**src/rtl/fpx_pkg.sv**
```systemverilog
package fpx_pkg;

  localparam int NFLAG = 5;

  // flag bit positions
  localparam int FLG_INEXACT = 0;
  localparam int FLG_UNDER   = 1;
  localparam int FLG_OVER    = 2;
  localparam int FLG_DIVZ    = 3;
  localparam int FLG_INVAL   = 4;

  typedef enum logic [1:0] {
    OPC_FULL    = 2'd0,
    OPC_NOFLAG  = 2'd1,
    OPC_DIVSTEP = 2'd2,
    OPC_ADDSUB  = 2'd3
  } opc_e;

  // which raw flags each class is allowed to post
  function automatic logic [NFLAG-1:0] class_mask(input opc_e c);
    logic [NFLAG-1:0] m;
    m = '1;
    case (c)
      OPC_NOFLAG:  m = '0;
      OPC_DIVSTEP: m[FLG_INVAL] = 1'b0;
      OPC_ADDSUB:  m[FLG_UNDER] = 1'b0;
      default:     m = '1;
    endcase
    return m;
  endfunction

endpackage

```
**src/rtl/fpx_pipe.sv**
```systemverilog
// Fixed-depth delay line: a valid bit with reset, and a data word without
// reset so that the data can map to shift-register primitives.
module fpx_pipe #(
  parameter int DEPTH = 1,
  parameter int W     = 1
) (
  input  logic         clk,
  input  logic         rst,
  input  logic         in_vld,
  input  logic [W-1:0] in_dat,
  output logic         out_vld,
  output logic [W-1:0] out_dat
);

  generate
    if (DEPTH == 0) begin : g_wire
      assign out_vld = in_vld;
      assign out_dat = in_dat;
    end else begin : g_reg
      logic [DEPTH-1:0] v_q;
      logic [W-1:0]     d_q [DEPTH];

      always_ff @(posedge clk) begin
        if (rst) begin
          v_q <= '0;
        end else begin
          v_q[0] <= in_vld;
          for (int i = 1; i < DEPTH; i++) v_q[i] <= v_q[i-1];
        end
      end

      always_ff @(posedge clk) begin
        d_q[0] <= in_dat;
        for (int i = 1; i < DEPTH; i++) d_q[i] <= d_q[i-1];
      end

      assign out_vld = v_q[DEPTH-1];
      assign out_dat = d_q[DEPTH-1];
    end
  endgenerate

endmodule

```
**src/rtl/fpx_gate.sv**
```systemverilog
// Capability check: either pass the op on, or squash it with a precise,
// tagged exception. Both results are registered.
module fpx_gate #(
  parameter int W  = 6,
  parameter int TW = 4
) (
  input  logic          clk,
  input  logic          rst,
  input  logic          in_vld,
  input  logic [W-1:0]  in_dat,
  input  logic          cp_en,
  output logic          pass_vld,
  output logic [W-1:0]  pass_dat,
  output logic          exc,
  output logic [TW-1:0] exc_tag
);

  always_ff @(posedge clk) begin
    if (rst) begin
      pass_vld <= 1'b0;
      exc      <= 1'b0;
    end else begin
      pass_vld <= in_vld & cp_en;
      exc      <= in_vld & ~cp_en;
    end
  end

  always_ff @(posedge clk) begin
    pass_dat <= in_dat;
    exc_tag  <= in_dat[W-1 -: TW];
  end

  // squash and pass are exclusive outcomes of one op
  assert_gate_excl_R3: assert property (@(posedge clk) disable iff (rst)
    $onehot0({pass_vld, exc}));

  // every outcome comes from a real issued op
  assert_gate_origin_R2: assert property (@(posedge clk) disable iff (rst)
    (pass_vld || exc) |-> $past(in_vld));

endmodule

```
**src/rtl/fpx_flag.sv**
```systemverilog
// Flag stage (class masking) followed by the imprecise-report stage.
module fpx_flag
  import fpx_pkg::*;
(
  input  logic             clk,
  input  logic             rst,
  input  logic             res_vld,
  input  logic [1:0]       res_opc,
  input  logic [NFLAG-1:0] raw_flags,
  input  logic [NFLAG-1:0] flag_en,
  output logic             stb,
  output logic [NFLAG-1:0] vec,
  output logic             err
);

  opc_e opc;
  logic posts;

  assign opc   = opc_e'(res_opc);
  assign posts = res_vld && (opc != OPC_NOFLAG);

  always_ff @(posedge clk) begin
    if (rst) begin
      stb <= 1'b0;
      vec <= '0;
      err <= 1'b0;
    end else begin
      stb <= posts;
      vec <= posts ? (raw_flags & class_mask(opc)) : '0;
      err <= stb && (|(vec & flag_en));
    end
  end

  assert_err_follows_stb_R10: assert property (@(posedge clk) disable iff (rst)
    err |-> $past(stb));

  assert_noflag_silent_R7: assert property (@(posedge clk) disable iff (rst)
    $past(res_vld && opc == OPC_NOFLAG) |-> !stb);

  assert_divstep_no_inval_R8: assert property (@(posedge clk) disable iff (rst)
    (stb && $past(opc == OPC_DIVSTEP)) |-> !vec[FLG_INVAL]);

  assert_addsub_no_under_R9: assert property (@(posedge clk) disable iff (rst)
    (stb && $past(opc == OPC_ADDSUB)) |-> !vec[FLG_UNDER]);

  assert_vec_idle_R6: assert property (@(posedge clk) disable iff (rst)
    !stb |-> (vec == '0));

endmodule

```
**src/rtl/fpx_seq.sv**
```systemverilog
// Two-tier floating-point exception sequencer.
module fpx_seq
  import fpx_pkg::*;
#(
  parameter int TAG_W      = 4,
  parameter int GATE_STG   = 3,
  parameter int READ_STG   = 10,
  parameter int RESULT_STG = 13
) (
  input  logic             clk,
  input  logic             rst,
  input  logic             iss_vld,
  input  logic [TAG_W-1:0] iss_tag,
  input  logic [1:0]       iss_opc,
  input  logic             cp_en,
  input  logic [4:0]       dp_flags,
  input  logic [4:0]       flag_en,
  output logic             prec_exc,
  output logic [TAG_W-1:0] prec_tag,
  output logic             opnd_rd,
  output logic             res_vld,
  output logic [TAG_W-1:0] res_tag,
  output logic             flag_stb,
  output logic [4:0]       flag_vec,
  output logic             imp_err
);

  localparam int DW    = TAG_W + 2;
  localparam int PRE_D = GATE_STG - 1;
  localparam int RD_D  = READ_STG - GATE_STG;
  localparam int RES_D = RESULT_STG - READ_STG;

  logic          pre_vld,  gate_vld,  rd_vld,  res_v;
  logic [DW-1:0] pre_dat,  gate_dat,  rd_dat,  res_dat;

  // issue -> stage GATE_STG-1
  fpx_pipe #(.DEPTH(PRE_D), .W(DW)) u_pre (
    .clk(clk), .rst(rst), .in_vld(iss_vld), .in_dat({iss_tag, iss_opc}),
    .out_vld(pre_vld), .out_dat(pre_dat));

  // stage GATE_STG: precise capability check
  fpx_gate #(.W(DW), .TW(TAG_W)) u_gate (
    .clk(clk), .rst(rst), .in_vld(pre_vld), .in_dat(pre_dat), .cp_en(cp_en),
    .pass_vld(gate_vld), .pass_dat(gate_dat), .exc(prec_exc), .exc_tag(prec_tag));

  // -> stage READ_STG
  fpx_pipe #(.DEPTH(RD_D), .W(DW)) u_rd (
    .clk(clk), .rst(rst), .in_vld(gate_vld), .in_dat(gate_dat),
    .out_vld(rd_vld), .out_dat(rd_dat));

  // -> stage RESULT_STG
  fpx_pipe #(.DEPTH(RES_D), .W(DW)) u_res (
    .clk(clk), .rst(rst), .in_vld(rd_vld), .in_dat(rd_dat),
    .out_vld(res_v), .out_dat(res_dat));

  // stages RESULT_STG+1 and RESULT_STG+2
  fpx_flag u_flag (
    .clk(clk), .rst(rst), .res_vld(res_v), .res_opc(res_dat[1:0]),
    .raw_flags(dp_flags), .flag_en(flag_en),
    .stb(flag_stb), .vec(flag_vec), .err(imp_err));

  assign opnd_rd = rd_vld;
  assign res_vld = res_v;
  assign res_tag = res_dat[DW-1:2];

  assert_stb_after_result_R6: assert property (@(posedge clk) disable iff (rst)
    flag_stb |-> $past(res_vld));

  assert_err_has_flags_R10: assert property (@(posedge clk) disable iff (rst)
    imp_err |-> $past(|flag_vec));

endmodule

```
**config.mk**
```make
export PLATFORM = sky130hd
export DESIGN_NAME = fpx_seq
export DESIGN_NICKNAME = d
export VERILOG_FILES = /design/src/rtl/fpx_pkg.sv /design/src/rtl/fpx_pipe.sv /design/src/rtl/fpx_gate.sv /design/src/rtl/fpx_flag.sv /design/src/rtl/fpx_seq.sv
export SDC_FILE = /design/constraint.sdc
export NUM_CORES = 1
export LEC_CHECK = 0
export ABC_AREA = 1
export BUFFER_PORTS_ARGS = -buffer_cell sky130_fd_sc_hd__buf_2
export CAP_MARGIN = 5
export CORE_AREA = 8 8 81 83
export DETAILED_ROUTE_END_ITERATION = 6
export DIE_AREA = 0 0 89 91
export SETUP_SLACK_MARGIN = 0.02
export SKIP_CTS_REPAIR_TIMING = 1
export SLEW_MARGIN = 20
export SYNTH_ARGS = -nofsm -noshare
export SYNTH_HDL_FRONTEND = slang
export SYNTH_SLANG_ARGS = --single-unit
export TNS_END_PERCENT = 10
```
**constraint.sdc**
```tcl
create_clock -name clk -period 1 [get_ports clk]
set_input_delay 0.3 -clock clk [delete_from_list [all_inputs] [get_ports clk]]
set_output_delay 0.3 -clock clk [all_outputs]
set_load 0.1 [all_outputs]
```
==> results.md, run 1 <==
Status:
- The run finished, with violations left.
- The checks that failed: negative setup slack.

Die:
- The die covers 8100 um2.
- The initial core utilization is 0.429.
- The region available for standard cell placement spans 5340 um2.
- The number of top-level pins is 38.
- From left edge to right edge, the die measures 89 um.
- The floorplan has 27 rows.
- The die extent in y is 91 um.

Synthesis:
- During synthesis, Yosys emitted a total of 0 warnings.
- The distinct cell type count after synthesis is 10.
- The net count after synthesis is 186.
- In this run, synthesis produced a sequential element count of 99.
- The post-synthesis area per instance is 13.9 um2.
- The synthesized netlist cell count is 164.
- The part of the Yosys area used for sequential elements is 0.867.
- The mapped netlist covers 2290 um2.

Critical path:
- Walking the worst path, the cells encountered are buf_12.
- Data on the critical path is required at its endpoint by 700 ps.
- For the worst setup path, the data arrival time is 880 ps.
- The kind of cell with the highest combined delay along the critical path is flip-flops.
- STA classifies the critical path endpoint as an output port.
- The startpoint-to-endpoint class of the critical path is reg -> out.
- The cell type of the slowest stage on the worst timing path is sky130_fd_sc_hd__dfxtp_2.
- The number of buffers and inverters on the critical path is 1.
- The startpoint kind of the worst setup timing path is a flop.
- In this run the worst path has a maximum fanout of 2.
- The largest single stage delay on the critical path is 360 ps.

Layout:
- Leaving out fill and tap cells, the most frequent cells in the layout are sky130_fd_sc_hd__dfxtp_1 (80), sky130_fd_sc_hd__nor2_1 (20), sky130_fd_sc_hd__inv_1 (19), sky130_fd_sc_hd__buf_2 (19), sky130_fd_sc_hd__dfxtp_2 (19).
- The count of placed standard cells in the final layout, fillers left out is 281.
- The number of antenna diodes in the final layout is 0.
- The final cell area excluding filler cells is 3000 um2.
- The utilization of the core after routing is 0.562.
- The count of nets after finishing is 226.
- The share of final-layout standard cells stronger than drive strength 1 is 0.364.
- The most frequent standard cell in the layout excluding fill and tap cells is sky130_fd_sc_hd__dfxtp_1.
- The signed area change from the synthesized netlist to the final layout is 31.2%.

Power:
- The sequential power share is 0.604.
- The power per cell area is 2300 nW/um2.
- Of the total power, the clock network draws 0.357.
- The internal power consumption is 5.46 mW.
- Of the total power, the share spent switching nets is 0.208.
- The switching component of the power is 1.44 mW.
- Total power for the finished layout comes to 6.89 mW.
- The share of power burned in combinational logic is 0.039.
- The static leakage is 1.30 nW.
- The peak supply drop is 0.00159 V.

Clock tree:
- After clock tree synthesis, the clock-pin slew on the worst setup and hold paths is 90 ps.
- The worst-skew pair later-pin latency is 340 ps.
- Counting along the longest clock path gives a buffer depth of 2.
- The clock buffer count from CTS is 9.
- The CTS tree is yes.
- The level count of the clock H-tree is 3.
- CTS placed an instance of sky130_fd_sc_hd__clkbuf_8 at the clock tree root.
- The clock sink count is 99.

Global route:
- The via count of the first global-routing pass is 1067.
- The first global-routing pass estimated 4310 um of wire.
- The largest net degree at the start of global routing is 17.
- The initial antenna violation count is 0.
- The total grt overflow is 0.
- The global router's overall resource usage is 0.0748.

Hold path:
- The path class of the tightest hold or removal check is in -> reg.

Placed design:
- The cell count after placement is 265.
- Detailed placement finished with a half-perimeter wire length of 1760 um.
- The area after detailed placement is 2780 um2.
- The final weighted congestion in routability-driven placement is 0.684.
- The count of buffers from port buffering is 37.

Routing:
- The first routing iteration left 44 violations.
- The length of the first detailed-routing pass in iterations is 4.
- The wire length reported by the detailed router is 2580 um.
- The routed layout has 1066 vias.
- Dividing the detail-routed wire length by the instance count gives 9.17 um.
- After detailed routing, the number of remaining DRC violations is 0.
- The remaining antenna violation count after routing is 0.
- The routed via count divided by cell count is 3.79.

STA:
- Timing would allow up to 0.845 GHz.
- The minimum clock period after layout is 1180 ps.
- Once routing completed, OpenROAD measured the worst setup slack at -183 ps.
- The worst clock skew is 5.55 ps.
- The total count of hold-check failures in the final report was 0.
- The worst-case headroom to the max-slew limit is 0.921.
- The final cycle utilization of the critical path is 1.18.
- Setup violations remaining at the end of the flow were counted as 18.
- Setup repair after global routing could not meet its margin everywhere.
- The slew at the pin closest to its max-slew limit is 119 ps.
- The max-slew violation count is 0.
- Summed over all failing endpoints, the final setup total negative slack is -3030 ps.

Job:
- The number of maximum-capacitance violations is 0.
==> power by group through the flow <==
stage / sequential, mW / clock (mW) / combinational, mW
after floorplan: 4.23 / 0 / 0.174
after global placement: 4.24 / 0 / 0.269
after detailed placement: 4.26 / 0 / 0.270
after CTS: 4.16 / 2.58 / 0.271
after global routing: 4.18 / 2.77 / 0.283
final: 4.16 / 2.46 / 0.270
==> synthesized netlist by cell type <==
cell type,instances,area [um2]
sky130_fd_sc_hd__buf_4,9,67.6
sky130_fd_sc_hd__inv_2,1,3.75
sky130_fd_sc_hd__nand2_2,1,6.26
sky130_fd_sc_hd__nor2_1,21,78.8
sky130_fd_sc_hd__nand3_1,1,5.00
sky130_fd_sc_hd__inv_1,19,71.3
sky130_fd_sc_hd__nand2_1,10,37.5
sky130_fd_sc_hd__dfxtp_1,99,1980
sky130_fd_sc_hd__nor3_2,1,10.0
sky130_fd_sc_hd__ha_1,2,25.0
==> routing by layer <==
metal	share of wire	GRT usage
met5	0	0
met4	0.016	0.0499
met3	0.13	0.0667
met2	0.43	0.105
met1	0.43	0.0695
==> area by class of cell <==
type                            instances  area [um2]
Fill cell                             457        2340
Sequential cell                        99        2010
Timing Repair Buffer                   38         463
Multi-Input combinational cell         36         165
Clock buffer                           11         141
Tap cell                               72        90.1
Inverter                               20        75.1
Clock inverter                          5        60.1
==> sequential cells by signal (all words and copies together) (netlist names) <==
register	flops
u_flag.err	1
u_flag.vec	5
u_res.g_reg.v_q	3
u_res.g_reg.d_q	18
u_rd.g_reg.v_q	7
u_gate.pass_dat	5
u_flag.stb	1
u_gate.pass_vld	1
u_gate.exc	1
u_gate.exc_tag	1
u_pre.g_reg.d_q	12
u_rd.g_reg.d_q	42
u_pre.g_reg.v_q	2
==> worst paths after layout <==
| path | from | to | slack (ps) | cells after the start |
|---|---|---|---|---|
| worst min-delay path | iss_tag[2] | u_pre.g_reg.d_q[0][4]$_DFF_P_ | 50 | 1 |
| worst max register to register | u_res.g_reg.d_q[0][13]$_DFF_P_ | u_flag.vec[1]$_SDFF_PP0_ | 100 | 5 |
| worst min register to register | u_res.g_reg.d_q[0][10]$_DFF_P_ | u_res.g_reg.d_q[0][16]$_DFF_P_ | 330 | 0 |
| worst max-delay path | u_res.g_reg.v_q[2]$_SDFF_PP0_ | res_vld | -180 | 1 |
==> logic make-up after synthesis <==
family | Yosys count | synth area share
fa+ha+maj | 2 | 0.0109
simple gates | 34 | 0.0602
buf+inv | 29 | 0.0624
flops | 99 | 0.867
==> metrics by stage <==
| step | hold WS [ps] | setup WS [ps] |
|---|---|---|
| global placement | 310 | 100 |
| finish | 49.4 | -183 |
| floorplan | 310 | -224 |
| CTS | 26.4 | -254 |
| global route | 6.89 | -244 |
| detailed placement | 312 | 55.3 |
(Power assumes the default switching activity.)
==> inputs of run 2 (changes only) <==
Settings changed: REMOVE_ABC_BUFFERS set to 1.
==> results.md, run 2 (synthesis results as in run 1) <==
Global route:
- The global router's overall resource usage is 0.0706 (was 0.0748).
- The via count of the first global-routing pass is 1036 (was 1067).
- The initial antenna violation count is 0 (unchanged).
- The largest net degree at the start of global routing is 18 (was 17).
- The total grt overflow came to 0 (unchanged).
- The wire length of the first global-routing pass came to 4230 um (was 4310 um).

Layout:
- The final cell area excluding filler cells is 3030 um2 (was 3000 um2).
- The most frequent standard cell in the layout excluding fill and tap cells is sky130_fd_sc_hd__dfxtp_1 (unchanged).
- The count of nets after finishing is 227 (was 226).
- The signed area change from the synthesized netlist to the final layout is 32.4% (was 31.2%).
- The number of flip-flops under the largest register name is 42 (unchanged).
- The antenna diode instance count is 0 (unchanged).
- The register with the highest flop count is u_rd.g_reg.d_q (unchanged).
- Leading cell types in the layout, fill and taps excluded: sky130_fd_sc_hd__dfxtp_1 (80), sky130_fd_sc_hd__nor2_1 (20), sky130_fd_sc_hd__inv_1 (19), sky130_fd_sc_hd__buf_2 (19), sky130_fd_sc_hd__dfxtp_2 (19) (unchanged).
- Biggest regs: u_rd.g_reg.d_q (42), u_res.g_reg.d_q (18), u_pre.g_reg.d_q (12) (unchanged).
- The share of final-layout standard cells stronger than drive strength 1 is 0.367 (was 0.364).
- The count of placed standard cells in the final layout, fillers left out was 282 (was 281).
- The final-layout fill cell count is 459 (was 457).

Critical path:
- The cell type of the slowest stage on the worst timing path was sky130_fd_sc_hd__dfxtp_2 (unchanged).
- The largest incremental delay on the critical path was 360 ps (about the same).
- The worst path arrival time was 890 ps (was 880 ps).
- The number of buffers and inverters on the critical path came to 1 (unchanged).
- The startpoint kind of the worst setup timing path is a flop (unchanged).
- The family with the most delay on the worst path is flip-flops (unchanged).
- The type of destination of the critical path is an output port (unchanged).
- The largest fanout on the critical path is 2 (unchanged).
- The startpoint-to-endpoint class of the critical path is reg -> out (unchanged).
- Cells along the critical path: buf_12 (unchanged).
- The data required time of the worst path is 700 ps (about the same).

Routing:
- The remaining antenna violation count after routing came to 0 (unchanged).
- The average detailed-routed wire length per instance is 9.21 um (was 9.17 um).
- The wire length reported by the detailed router is 2600 um (was 2580 um).
- The length of the first detailed-routing pass in iterations was 2 (was 4).
- The via total after detailed routing is 1063 (was 1066).
- The routed via count divided by cell count is 3.77 (was 3.79).
- The starting DRC count in detailed routing is 40 (was 44).
- The residual DRC count came to 0 (unchanged).

STA:
- The final worst slack is -187 ps (was -183 ps).
- RSZ-0062 raised after global routing: yes (unchanged).
- The fmax is 0.843 GHz (was 0.845 GHz).
- The worst-case headroom to the max-slew limit came to 0.916 (was 0.921).
- The final cycle utilization of the critical path was 1.19 (was 1.18).
- The final setup TNS was -3140 ps (was -3030 ps).
- The total count of hold-check failures in the final report was 0 (unchanged).
- The worst clock skew was 11.2 ps (was 5.55 ps).
- The slew at the pin closest to its max-slew limit came to 126 ps (was 119 ps).
- The final number of setup-violating endpoints is 18 (unchanged).
- The max-slew violation count came to 0 (unchanged).
- The minimum clock period after layout is 1190 ps (was 1180 ps).

Status:
- Outcome: finished with violations (unchanged).
- Violated checks: negative setup slack (unchanged).

Power:
- The sequential power share is 0.583 (was 0.604).
- The share of power burned in combinational logic is 0.038 (was 0.039).
- The power per cell area is 2360 nW/um2 (was 2300 nW/um2).
- The peak supply drop is 0.00149 V (was 0.00159 V).
- The proportion of total power due to net switching came to 0.207 (was 0.208).
- The share of total power in the clock network came to 0.379 (was 0.357).
- The switching component of the power is 1.48 mW (was 1.44 mW).
- The static leakage is 1.32 nW (was 1.30 nW).
- The internal power consumption is 5.65 mW (was 5.46 mW).
- The total power is 7.13 mW (was 6.89 mW).

Placed design:
- The count of buffers from port buffering came to 37 (unchanged).
- The area after detailed placement is 2770 um2 (was 2780 um2).
- The worst slack after detailed placement was 39.6 ps (was 55.3 ps).
- The final weighted congestion in routability-driven placement is 0.691 (was 0.684).
- The cell count after placement was 265 (unchanged).
- The total half-perimeter wirelength after legalization and detailed placement is 1750 um (was 1760 um).

Die:
- The placeable core region was 5340 um2 (unchanged).
- The number of top-level pins is 38 (unchanged).
- The floorplan row count came to 27 (unchanged).
- The area of the die is 8100 um2 (unchanged).
- The die extent in y is 91 um (unchanged).
- The initial core utilization was 0.429 (unchanged).
- The width of the die came to 89 um (unchanged).

Job:
- The number of maximum-capacitance violations is 0 (unchanged).

Clock tree:
- The clock slew seen by the registers of the worst setup and hold paths is 90 ps (about the same).
- The clock buffer count from CTS is 9 (unchanged).
- The clock sink count is 99 (unchanged).
- The master cell of the clock root buffer is sky130_fd_sc_hd__clkbuf_8 (unchanged).
- The CTS tree is yes (unchanged).
- The buffer levels on the longest clock path is 2 (unchanged).
- The worst-skew pair later-pin latency is 350 ps (was 340 ps).
- The level count of the clock H-tree is 3 (unchanged).

Hold path:
- The class of the worst hold path is in -> reg (unchanged).
[run 2: changes by cell type in the layout (fill, tap and decap cells not counted), sizes merged]
cell,delta
buf,+1
bufinv,+1
clkbuf,-1
clkinv,-1
inv,+1
[run 2: final cells by class]
type                       count  area (um2)  area share
clock buffer                  10         128      0.0421
clock inverter                 6        93.8      0.0310
inverter                      20        75.1      0.0248
multi-input combinational     36         165      0.0545
sequential                    99        2010       0.662
tap                           72        90.1      0.0298
timing repair buffer          39         470       0.155
[run 2: per-layer routing]
layer / vias up / global-route usage / routed length (um)
met5: - / 0 / 0
met1: 464 / 0.0724 / 1210
li1: 554 / - / -
met4: 0 / 0.0541 / 46
met3: 6 / 0.0468 / 295
met2: 39 / 0.0989 / 1040
[run 2: worst paths after layout]
path | startpoint | end | slack, ps | depth (start not counted)
hold / removal | iss_tag[3] | u_pre.g_reg.d_q[0][5]$_DFF_P_ | 50 | 1
setup / recovery | u_rd.g_reg.v_q[6]$_SDFF_PP0_ | opnd_rd | -190 | 1
hold reg to reg | u_rd.g_reg.d_q[3][2]$_DFF_P_ | u_rd.g_reg.d_q[4][2]$_DFF_P_ | 330 | 0
setup reg to reg | u_res.g_reg.d_q[0][13]$_DFF_P_ | u_flag.vec[1]$_SDFF_PP0_ | 70 | 5
[run 2: power groups by stage]
stage / Clock [mW] / Sequential (mW) / Combinational [mW]
2_1_floorplan: 0 / 4.36 / 0.0168
5_1_grt: 2.97 / 4.18 / 0.283
4_1_cts: 2.80 / 4.16 / 0.271
3_3_place_gp: 0 / 4.24 / 0.269
3_5_place_dp: 0 / 4.25 / 0.270
6_report: 2.70 / 4.16 / 0.270
[run 2: stage by stage]
stage | hold slack, ps | util
after floorplan | 310 | -
after global placement | 310 | 0.519
after detailed placement | 312 | 0.519
after CTS | 22.1 | 0.561
after global routing | 9.39 | 0.567
final | 47.9 | 0.567
==> inputs of run 3 (changes only) <==
Settings changed: HOLD_SLACK_MARGIN set to 0.06.
==> results.md, run 3 (synthesis results as in run 1) <==
STA:
- The fmax was 0.842 GHz (was 0.843 GHz).
- The total count of hold-check failures in the final report is 0 (unchanged).
- The minimum clock period after layout is 1190 ps (about the same).
- The slew at the pin closest to its max-slew limit is 126 ps (unchanged).
- RSZ-0062 raised after global routing: yes (unchanged).
- The final worst slack came to -187 ps (about the same).
- The final cycle utilization of the critical path is 1.19 (about the same).
- The worst clock skew is 11.2 ps (about the same).
- The max-slew violation count is 0 (unchanged).
- The final number of setup-violating endpoints is 18 (unchanged).
- The worst-case headroom to the max-slew limit is 0.916 (unchanged).

Critical path:
- The worst path arrival time is 890 ps (about the same).
- Cells along the critical path: buf_12 (unchanged).
- The type of destination of the critical path is an output port (unchanged).
- The largest incremental delay on the critical path was 360 ps (about the same).
- The startpoint-to-endpoint class of the critical path is reg -> out (unchanged).
- The cell type of the slowest stage on the worst timing path is sky130_fd_sc_hd__dfxtp_2 (unchanged).
- The number of buffers and inverters on the critical path is 1 (unchanged).
- The data required time of the worst path came to 700 ps (about the same).
- The startpoint kind of the worst setup timing path was a flop (unchanged).
- The family with the most delay on the worst path is flip-flops (unchanged).
- The largest fanout on the critical path came to 2 (unchanged).

Routing:
- The starting DRC count in detailed routing is 35 (was 40).
- The via total after detailed routing came to 1083 (was 1063).
- The wire length reported by the detailed router is 2690 um (was 2600 um).
- The length of the first detailed-routing pass in iterations was 2 (unchanged).
- The residual DRC count was 0 (unchanged).
- The average detailed-routed wire length per instance came to 9.34 um (was 9.21 um).
- The remaining antenna violation count after routing was 0 (unchanged).
- The routed via count divided by cell count is 3.76 (was 3.77).

Die:
- The die extent in y is 91 um (unchanged).
- The initial core utilization came to 0.429 (unchanged).
- The floorplan row count is 27 (unchanged).
- The number of top-level pins is 38 (unchanged).
- The placeable core region came to 5340 um2 (unchanged).
- The width of the die is 89 um (unchanged).
- The area of the die is 8100 um2 (unchanged).

Placed design:
- The total half-perimeter wirelength after legalization and detailed placement is 1750 um (unchanged).
- The final weighted congestion in routability-driven placement came to 0.691 (unchanged).
- The count of buffers from port buffering is 37 (unchanged).

Global route:
- The largest net degree at the start of global routing is 18 (unchanged).
- The global router's overall resource usage is 0.0706 (unchanged).
- The wire length of the first global-routing pass is 4230 um (unchanged).
- The via count of the first global-routing pass was 1036 (unchanged).
- The total grt overflow came to 0 (unchanged).
- The initial antenna violation count is 0 (unchanged).

Clock tree:
- The clock sink count is 99 (unchanged).
- The master cell of the clock root buffer is sky130_fd_sc_hd__clkbuf_8 (unchanged).
- The level count of the clock H-tree was 3 (unchanged).
- The CTS tree is yes (unchanged).
- The clock slew seen by the registers of the worst setup and hold paths is 90 ps (about the same).
- The worst-skew pair later-pin latency is 350 ps (about the same).
- The buffer levels on the longest clock path came to 2 (unchanged).
- The clock buffer count from CTS was 9 (unchanged).

Layout:
- The share of final-layout standard cells stronger than drive strength 1 was 0.356 (was 0.367).
- The count of nets after finishing is 233 (was 227).
- The number of flip-flops under the largest register name is 42 (unchanged).
- Biggest regs: u_rd.g_reg.d_q (42), u_res.g_reg.d_q (18), u_pre.g_reg.d_q (12) (unchanged).
- The area of the multi-input gates is 165 um2 (unchanged).
- The signed area change from the synthesized netlist to the final layout is 35.0% (was 32.4%).
- Leading cell types in the layout, fill and taps excluded: sky130_fd_sc_hd__dfxtp_1 (80), sky130_fd_sc_hd__nor2_1 (20), sky130_fd_sc_hd__inv_1 (19), sky130_fd_sc_hd__buf_2 (19), sky130_fd_sc_hd__dfxtp_2 (19) (unchanged).
- The register with the highest flop count is u_rd.g_reg.d_q (unchanged).
- The area used by sequential logic in the layout came to 2010 um2 (unchanged).
- The utilization of the core after routing was 0.579 (was 0.567).
- The most frequent standard cell in the layout excluding fill and tap cells is sky130_fd_sc_hd__dfxtp_1 (unchanged).
- The antenna diode instance count is 0 (unchanged).
- The final-layout fill cell count is 453 (was 459).

Power:
- The proportion of total power due to net switching is 0.207 (about the same).
- The share of power burned in combinational logic is 0.040 (was 0.038).
- The peak supply drop is 0.00149 V (about the same).
- The static leakage is 1.34 nW (was 1.32 nW).
- The power per cell area is 2320 nW/um2 (was 2360 nW/um2).
- The total power is 7.15 mW (was 7.13 mW).
- The sequential power share is 0.582 (was 0.583).
- The switching component of the power is 1.48 mW (about the same).
- The internal power consumption came to 5.67 mW (was 5.65 mW).
- The share of total power in the clock network came to 0.378 (was 0.379).

Status:
- Outcome: finished with violations (unchanged).
- Violated checks: negative setup slack (unchanged).

Hold path:
- The class of the worst hold path is in -> reg (unchanged).

Job:
- The number of maximum-capacitance violations is 0 (unchanged).
## run 3: cell count changes in the layout (fill, tap and decap cells not counted)
cell	delta
sky130_fd_sc_hd__dlygate4sd3_1	+6
## run 3: power groups by stage
stage / Clock (mW) / Combinational, mW / Sequential [mW]
after detailed placement: 0 / 0.270 / 4.25
after global placement: 0 / 0.269 / 4.24
after CTS: 2.80 / 0.271 / 4.16
final: 2.70 / 0.288 / 4.16
after floorplan: 0 / 0.0168 / 4.36
after global routing: 2.97 / 0.301 / 4.18
## run 3: worst paths after layout
check | startpoint | slack, ps | cells after the start | to
setup / recovery | u_rd.g_reg.v_q[6]$_SDFF_PP0_ | -190 | 1 | opnd_rd
hold / removal | cp_en | 100 | 2 | u_gate.exc$_SDFF_PP0_
setup reg to reg | u_res.g_reg.d_q[0][13]$_DFF_P_ | 70 | 5 | u_flag.vec[1]$_SDFF_PP0_
hold reg to reg | u_rd.g_reg.d_q[3][2]$_DFF_P_ | 330 | 0 | u_rd.g_reg.d_q[4][2]$_DFF_P_
## run 3: layout make-up
cell class / instances / area share
sequential: 99 / 0.650
timing repair buffer: 45 / 0.172
multi-input combinational: 36 / 0.0535
clock buffer: 10 / 0.0413
clock inverter: 6 / 0.0304
tap: 72 / 0.0292
inverter: 20 / 0.0243
## run 3: metal layers
layer,track usage,vias up,wire length [um]
li1,-,565,-
met1,0.0724,473,1200
met2,0.0989,39,1120
met3,0.0468,6,322
met4,0.0541,0,46
met5,0,-,0
## run 3: per-stage QoR
step	worst slack, ps	std cells	instance area [um2]	hold WS (ps)	TNS, ps
floorplan	-397	155	2220	310	-7130
global placement	108	265	2770	310	0
detailed placement	39.6	265	2770	312	0
CTS	-264	281	2990	22.1	-4280
global route	-246	288	3090	93.8	-3900
finish	-187	288	3090	98.8	-3150
